**config.mk**
```make
export PLATFORM = sky130hd
export DESIGN_NAME = msi_capture_ctrl
export DESIGN_NICKNAME = d
export VERILOG_FILES = /design/src/rtl/msi_cap_pkg.sv /design/src/rtl/msi_cap_regs.sv /design/src/rtl/msi_cap_match.sv /design/src/rtl/msi_cap_status.sv /design/src/rtl/msi_capture_ctrl.sv
export SDC_FILE = /design/constraint.sdc
export NUM_CORES = 1
export LEC_CHECK = 0
export ABC_AREA = 1
export BUFFER_PORTS_ARGS = -buffer_cell sky130_fd_sc_hd__buf_2
export CAP_MARGIN = 20
export CORE_MARGIN = 2
export CORE_UTILIZATION = 56
export CTS_CLUSTER_SIZE = 10
export DETAILED_ROUTE_END_ITERATION = 8
export GPL_TIMING_DRIVEN = 0
export PLACE_DENSITY = 0.82
export SKIP_LAST_GASP = 1
export SLEW_MARGIN = 10
export SYNTH_ARGS = -nofsm -noshare
export SYNTH_HDL_FRONTEND = slang
export SYNTH_SLANG_ARGS = --single-unit
export TNS_END_PERCENT = 20
```
**constraint.sdc**
```tcl
create_clock -name clk -period 3.1 [get_ports clk]
set_clock_uncertainty 0.1 [all_clocks]
set_input_delay 0.775 -clock clk [delete_from_list [all_inputs] [get_ports clk]]
set_output_delay 0.775 -clock clk [all_outputs]
set_load 0.05 [all_outputs]
```
**src/rtl/msi_cap_pkg.sv**
```systemverilog
package msi_cap_pkg;
    localparam int OFF_W = 12;
    localparam logic [OFF_W-1:0] OFF_ADDR_LO = 12'h820;
    localparam logic [OFF_W-1:0] OFF_ADDR_HI = 12'h824;
    localparam logic [OFF_W-1:0] OFF_ENABLE  = 12'h828;
    localparam logic [OFF_W-1:0] OFF_MASK    = 12'h82C;
    localparam logic [OFF_W-1:0] OFF_STATUS  = 12'h830;
    localparam int LEN_W     = 3;
    localparam int MSG_BYTES = 4;

    typedef enum logic {
        IRQ_IDLE   = 1'b0,
        IRQ_RAISED = 1'b1
    } irq_state_e;
endpackage

```
**src/rtl/msi_cap_regs.sv**
```systemverilog
module msi_cap_regs
    import msi_cap_pkg::*;
#(
    parameter int ADDR_W = 64,
    parameter int DATA_W = 32
) (
    input  logic              clk,
    input  logic              rst_n,
    input  logic              cfg_we,
    input  logic [OFF_W-1:0]  cfg_addr,
    input  logic [DATA_W-1:0] cfg_wdata,
    output logic [ADDR_W-1:0] msi_addr,
    output logic [DATA_W-1:0] vec_enable,
    output logic [DATA_W-1:0] vec_mask
);
    localparam int HALVES = ADDR_W / DATA_W;

    logic [DATA_W-1:0] addr_half [HALVES];

    for (genvar h = 0; h < HALVES; h++) begin : g_half
        localparam logic [OFF_W-1:0] HOFF = OFF_ADDR_LO + OFF_W'(4 * h);
        always_ff @(posedge clk or negedge rst_n) begin
            if (!rst_n) begin
                addr_half[h] <= '0;
            end else if (cfg_we && cfg_addr == HOFF) begin
                addr_half[h] <= cfg_wdata;
            end
        end
        assign msi_addr[h*DATA_W +: DATA_W] = addr_half[h];
    end

    always_ff @(posedge clk or negedge rst_n) begin
        if (!rst_n) begin
            vec_enable <= '0;
            vec_mask   <= '0;
        end else if (cfg_we) begin
            if (cfg_addr == OFF_ENABLE) vec_enable <= cfg_wdata;
            if (cfg_addr == OFF_MASK)   vec_mask   <= cfg_wdata;
        end
    end
endmodule

```
**src/rtl/msi_cap_match.sv**
```systemverilog
module msi_cap_match
    import msi_cap_pkg::*;
#(
    parameter int ADDR_W  = 64,
    parameter int DATA_W  = 32,
    parameter int NUM_VEC = 32
) (
    input  logic               in_valid,
    input  logic [ADDR_W-1:0]  in_addr,
    input  logic [DATA_W-1:0]  in_data,
    input  logic [LEN_W-1:0]   in_len,
    input  logic [ADDR_W-1:0]  msi_addr,
    input  logic [DATA_W-1:0]  vec_enable,
    output logic [NUM_VEC-1:0] set_vec
);
    localparam int VEC_W = $clog2(NUM_VEC);

    logic window_open;
    logic hit;
    logic in_range;

    assign window_open = |vec_enable;
    assign hit      = in_valid && (in_len == LEN_W'(MSG_BYTES))
                      && (in_addr == msi_addr) && window_open;
    assign in_range = in_data < DATA_W'(NUM_VEC);

    always_comb begin
        set_vec = '0;
        if (hit && in_range) begin
            set_vec = (NUM_VEC'(1) << in_data[VEC_W-1:0]) & vec_enable[NUM_VEC-1:0];
        end
    end
endmodule

```
**src/rtl/msi_cap_status.sv**
```systemverilog
module msi_cap_status
    import msi_cap_pkg::*;
#(
    parameter int NUM_VEC = 32
) (
    input  logic               clk,
    input  logic               rst_n,
    input  logic [NUM_VEC-1:0] clr_bits,
    input  logic [NUM_VEC-1:0] set_vec,
    input  logic [NUM_VEC-1:0] vec_mask,
    output logic [NUM_VEC-1:0] vec_status,
    output logic               irq
);
    irq_state_e state_q, state_d;

    always_ff @(posedge clk or negedge rst_n) begin
        if (!rst_n) vec_status <= '0;
        else        vec_status <= (vec_status & ~clr_bits) | set_vec;
    end

    always_ff @(posedge clk or negedge rst_n) begin
        if (!rst_n) state_q <= IRQ_IDLE;
        else        state_q <= state_d;
    end

    always_comb begin
        state_d = state_q;
        unique case (state_q)
            IRQ_IDLE:   if (|(vec_status & ~vec_mask)) state_d = IRQ_RAISED;
            IRQ_RAISED: if (vec_status == '0)          state_d = IRQ_IDLE;
            default:    state_d = IRQ_IDLE;
        endcase
    end

    always_comb begin
        irq = (state_q == IRQ_RAISED);
    end
endmodule

```
**src/rtl/msi_capture_ctrl.sv**
```systemverilog
module msi_capture_ctrl
    import msi_cap_pkg::*;
#(
    parameter int ADDR_W  = 64,
    parameter int DATA_W  = 32,
    parameter int NUM_VEC = 32
) (
    input  logic              clk,
    input  logic              rst_n,
    input  logic              cfg_we,
    input  logic [11:0]       cfg_addr,
    input  logic [DATA_W-1:0] cfg_wdata,
    output logic [DATA_W-1:0] cfg_rdata,
    input  logic              in_valid,
    input  logic [ADDR_W-1:0] in_addr,
    input  logic [DATA_W-1:0] in_data,
    input  logic [2:0]        in_len,
    output logic              irq
);
    logic [ADDR_W-1:0]  msi_addr;
    logic [DATA_W-1:0]  vec_enable;
    logic [DATA_W-1:0]  vec_mask;
    logic [NUM_VEC-1:0] vec_status;
    logic [NUM_VEC-1:0] set_vec;
    logic [NUM_VEC-1:0] clr_bits;

    msi_cap_regs #(.ADDR_W(ADDR_W), .DATA_W(DATA_W)) u_regs (
        .clk        (clk),
        .rst_n      (rst_n),
        .cfg_we     (cfg_we),
        .cfg_addr   (cfg_addr),
        .cfg_wdata  (cfg_wdata),
        .msi_addr   (msi_addr),
        .vec_enable (vec_enable),
        .vec_mask   (vec_mask)
    );

    msi_cap_match #(.ADDR_W(ADDR_W), .DATA_W(DATA_W), .NUM_VEC(NUM_VEC)) u_match (
        .in_valid   (in_valid),
        .in_addr    (in_addr),
        .in_data    (in_data),
        .in_len     (in_len),
        .msi_addr   (msi_addr),
        .vec_enable (vec_enable),
        .set_vec    (set_vec)
    );

    assign clr_bits = (cfg_we && cfg_addr == OFF_STATUS) ? cfg_wdata[NUM_VEC-1:0] : '0;

    msi_cap_status #(.NUM_VEC(NUM_VEC)) u_status (
        .clk        (clk),
        .rst_n      (rst_n),
        .clr_bits   (clr_bits),
        .set_vec    (set_vec),
        .vec_mask   (vec_mask[NUM_VEC-1:0]),
        .vec_status (vec_status),
        .irq        (irq)
    );

    always_comb begin
        case (cfg_addr)
            OFF_ADDR_LO: cfg_rdata = msi_addr[DATA_W-1:0];
            OFF_ADDR_HI: cfg_rdata = msi_addr[ADDR_W-1:DATA_W];
            OFF_ENABLE:  cfg_rdata = vec_enable;
            OFF_MASK:    cfg_rdata = vec_mask;
            OFF_STATUS:  cfg_rdata = DATA_W'(vec_status);
            default:     cfg_rdata = '0;
        endcase
    end
endmodule

```
# == After elaboration in Yosys (flattened, before gate mapping) ==
# Index checks and enable logic that the tools add are counted.
# totals
input_bits,147
word_cells,40
ff_bits,161
out_inout_bits,33
# op_classes
n_mux,6
n_eq_ne,7
n_reduce_logical,12
shift,1
bitwise_logic,7
magnitude_cmp,1
# op_table
op,count
$pmux 32 s5,1
$and 32x32->32,3
$eq 64x64->1,1
$mux 32,2
$not 32->32,2
$reduce_or 32->1,2
$eq 12x12->1 const B,5
$logic_not 32->1,1
$lt 32x6->1 const B,1
$or 32x32->32,1
$shl 1x5->32 const A,1
$logic_and 1x1->1,7
$reduce_and 2->1,2
$eq 3x3->1 const B,1
$mux 1,2
$pmux 1 s2,1
$not 1->1,1

# == Longest topological paths before layout ==
# depth
ltp_word,7
ltp_mapped,11
depth_no_buf,10

# == Cells and area by module ==
# Synthesis repeated with hierarchy kept, for this count alone.
# hier_totals
hier_cells,1688
hier_area_um2,10935.5
# by_module_without_submodules
mod,seq_area_each_um2,cells_each,area_per_inst_um2,n_inst
msi_cap_regs,3203.1,575,5136.2,1
msi_cap_match,0.0,433,2099.5,1
msi_capture_ctrl,0.0,473,2079.5,1
msi_cap_status,825.8,207,1620.3,1

# == Worst setup path before layout ==
# OpenSTA, ideal clock, no wires.
# synth_path
path_type,input to output
from,in cfg_addr[0]
to,out cfg_rdata[14]
required_time_ns,2.225
t_arrival_ns,2.131
slack_ns,0.094
path_buffers,1
stages,10
path_cell_list,inv_1 > nand2_1 > nor3_4 > nand3_4 > inv_2 > buf_4 > nand2_1 > o21ai_0 > inv_1 > nand4_1
# synth_between
elab_chain_len,2
word_cells_on_any_way,6
cone_classes,eq/ne: 5; mux: 1
# synth_lines
item,line_no,text
"start, declared",msi_capture_ctrl.sv:11,"input logic [11:0] cfg_addr,"
$eq 12x12->1,msi_capture_ctrl.sv:61,case (cfg_addr)
$pmux 32 s5 (*),msi_capture_ctrl.sv:61,
"end, declared",msi_capture_ctrl.sv:13,"output logic [DATA_W-1:0] cfg_rdata,"
# Mark *: on every way between the ends. The rest lies on a longest branch, timed or not.

# == Final worst setup path ==
# layout_path
from,in cfg_addr[7]
to,out cfg_rdata[5]
# The elaborated chain is that of the path after synthesis.

==> impl_metrics.py <==
metrics = {
    "synthesis": {
        "avgSynthCellArea_um2": 6.95,
        "synth_fp_nets": 1482,
        "synth_warnings": 0,
        "yosysSeqAreaShare_pct": 43.4,
        "mappedNetlistArea_mm2": 0.00928,
        "synth-seq-cells": 161,
        "syn_inst": 1335,
        "synthDistinctLibCells": 28,
    },
    "grt": {
        "grt_pass1_vias": 10000,
        "grt_pass1_wl_um": 58500,
        "grt_usage_pct": 45.3,
        "grt_overflow": 0,
        "grt_max_degree": 92,
        "antenna_found_initial": 1,
    },
    "die": {
        "start_util_pct": 56.5,
        "rows": 47,
        "core_area_mm2": 0.0164,
        "ios": 180,
        "die_y_um": 133,
        "die_width_um": 133,
        "dieArea_mm2": 0.0176,
    },
    "drt": {
        "antenna_left": 0,
        "wl_um": 40100,
        "drtPass1Iterations": 7,
        "initialDrtViolationCount": 1498,
        "drc": 0,
        "via_per_inst": 5.98,
        "route.detailed.wl_per_inst_um": 22.4,
        "num_vias": 10700,
    },
    "timing": {
        "layout_setup_ws_ns": -0.107,
        "tightest_slew_ns": 0.738,
        "setup_viol": 32,
        "max_freq_mhz": 312,
        "maxSlewViolCount": 0,
        "finalCritPeriodShare_pct": 103,
        "finalCriticalPeriod_ns": 3.21,
        "slew_headroom_pct": 50.3,
        "finalHoldViolCount": 0,
        "rsz0062_at_grt": "yes",
    },
    "pwr": {
        "p_per_area_mw_per_mm2": 379,
        "peakVddDrop_v": 0.000389,
        "leakage_nw": 5.74,
    },
    "critical_path": {
        "critical-path-slowest-cell": "nor3_4",
        "crit_path_end_kind": "primary output",
        "worst_path_most_repeated_cell": "buf_6",
        "cp.arrival_ns": 2.33,
        "max_stage_delay_ns": 0.31,
        "crit_required_ns": 2.22,
        "cp_max_fo": 10,
        "cp_num_buf_inv": 3,
        "start_kind": "input port",
        "critPathKind": "input port to primary output",
        "path_delay_family": "simple AND/OR/NAND/NOR gates",
        "crit_chain": "buf_6 -> nand3b_4 -> nor3_4 -> nand3_4 -> clkbuf_16 -> o21ai_0 -> nor2_1 -> nand3_1 -> buf_6",
    },
    "cells_and_area": {
        "mostFrequentLayoutCells": "393 x nand2_1, 201 x inv_1, 165 x buf_2",
        "finalNetCount": 1700,
        "nFillCells": 1368,
        "drive_gt1_share_pct": 19.3,
        "mostFrequentLayoutCell": "nand2_1",
        "area_growth_syn_to_layout_pct": 27.1,
        "stdcell_count": 1787,
    },
    "cts": {
        "root_buffer": "clkbuf_16",
        "clock_sinks": 161,
        "clkLatencyLatePin_ns": 0.44,
        "cts_tree": "yes",
        "cts_buffers": 17,
        "htreeDepth": 4,
        "clk_pin_slew_ns": 0.07,
        "clockBufferDepth": 2,
    },
    "place": {
        "io_buffers": 173,
        "pre_cts_ws_ns": -0.690,
        "place.gp.congestion": 1.05,
        "dp_hpwl_um": 28200,
        "placed_cells": 1729,
    },
    "min_path": {
        "min_path_type": "input port to async pin",
    },
    "run": {
        "maxCapViolations": 0,
    },
    "outcome": {
        "violations": "negative setup slack",
        "status": "finished with violations",
    },
}
registers in the layout, summed over array words and instances, names as in the netlist:
register and count:
u_status.irq 1, u_regs.msi_addr 64, u_regs.vec_enable 32, u_regs.vec_mask 32
u_status.vec_status 32
worst paths after layout:
| check | end | slack (ns) | start | cells past startpoint |
|---|---|---|---|---|
| max | cfg_rdata[5] | -0.11 | cfg_addr[7] | 9 |
| min | u_regs.msi_addr[57] | 0.18 | rst_n | 1 |
| max reg2reg | u_status.vec_status[15] | 0.42 | u_regs.msi_addr[22] | 10 |
| min reg2reg | u_regs.vec_enable[31] | 0.39 | u_regs.vec_enable[31] | 2 |
| max in group asynchronous | u_regs.msi_addr[5] | 1.86 | rst_n | 2 |
| min in group clk | u_regs.vec_enable[31] | 0.39 | u_regs.vec_enable[31] | 2 |
report_power, final:
group / total [mW] / leakage (nW) / switching (mW) / internal, mW
combinational: 0.341 / 3.24 / 0.222 / 0.119
sequential: 2.12 / 2.25 / 0.00821 / 2.11
clock: 2.01 / 0.251 / 0.948 / 1.06
stage by stage:
stage                     power (mW)  utilization (%)  setup TNS, ns  hold WS [ns]  instance area, um^2
after detailed placement        2.47             63.7         -19.26         0.373                10500
after floorplan                 2.28                -              0         0.353                 9280
after CTS                       4.44             71.0          -1.38         0.217                11700
after global routing            4.57             71.9          -3.54         0.218                11800
final                           4.47             71.9          -2.07         0.180                11800
after global placement          2.47             63.5        -227.97         0.370                10400
synthesized netlist by cell type, drive strengths merged:
cell type	n	area (um^2)
nand3	18	113
buf	37	191
nor4	3	18.8
nor2	117	439
nor3	36	203
o21ai	205	1030
xor2	5	43.8
o22ai	23	144
a21oi	4	20.0
o211ai	2	15.0
inv	208	781
nand3b	3	35.0
dfrtp	161	4030
xnor2	16	140
nand4	72	457
nand2	407	1560
clkbuf	18	67.6
what timing repair did:
action                     CTS  global route
setup endpoints to repair   32            32
resized for setup          139            30
setup buffers               19             2
cloned                       3             1
hold buffers                 0             0
pin swaps                    6             6
kinds of logic (layout without fill, tap and decap cells):
kind of cell    after synthesis  in the layout  synth area share [%]
simple gates                656            656                  30.4
other cells                   0              1                     0
buf+inv                     263            494                  11.2
xor+xnor                     21             21                  1.98
flops                       161            161                  43.4
compound gates              234            234                  13.0
per-layer routing:
| layer | share of wire [%] | track usage [%] | routed length (um) |
|---|---|---|---|
| met2 | 43 | 68.5 | 17400 |
| met3 | 14 | 14.1 | 5630 |
| met5 | 0 | 0 | 0 |
| met1 | 36 | 57.6 | 14300 |
| met4 | 6.9 | 26.3 | 2770 |
layout make-up:
| cell class | instances | area [um^2] | area share (%) |
|---|---|---|---|
| Clock inverter | 12 | 98.8 | 0.838 |
| Sequential cell | 161 | 4030 | 34.2 |
| Timing Repair Buffer | 199 | 1400 | 11.9 |
| Antenna cell | 1 | 2.50 | 0.0212 |
| Buffer | 55 | 418 | 3.54 |
| Tap cell | 220 | 275 | 2.33 |
| Multi-Input combinational cell | 911 | 4300 | 36.5 |
| Clock buffer | 20 | 447 | 3.79 |
| Inverter | 208 | 823 | 6.98 |
Power figures use the tool's default switching activity.
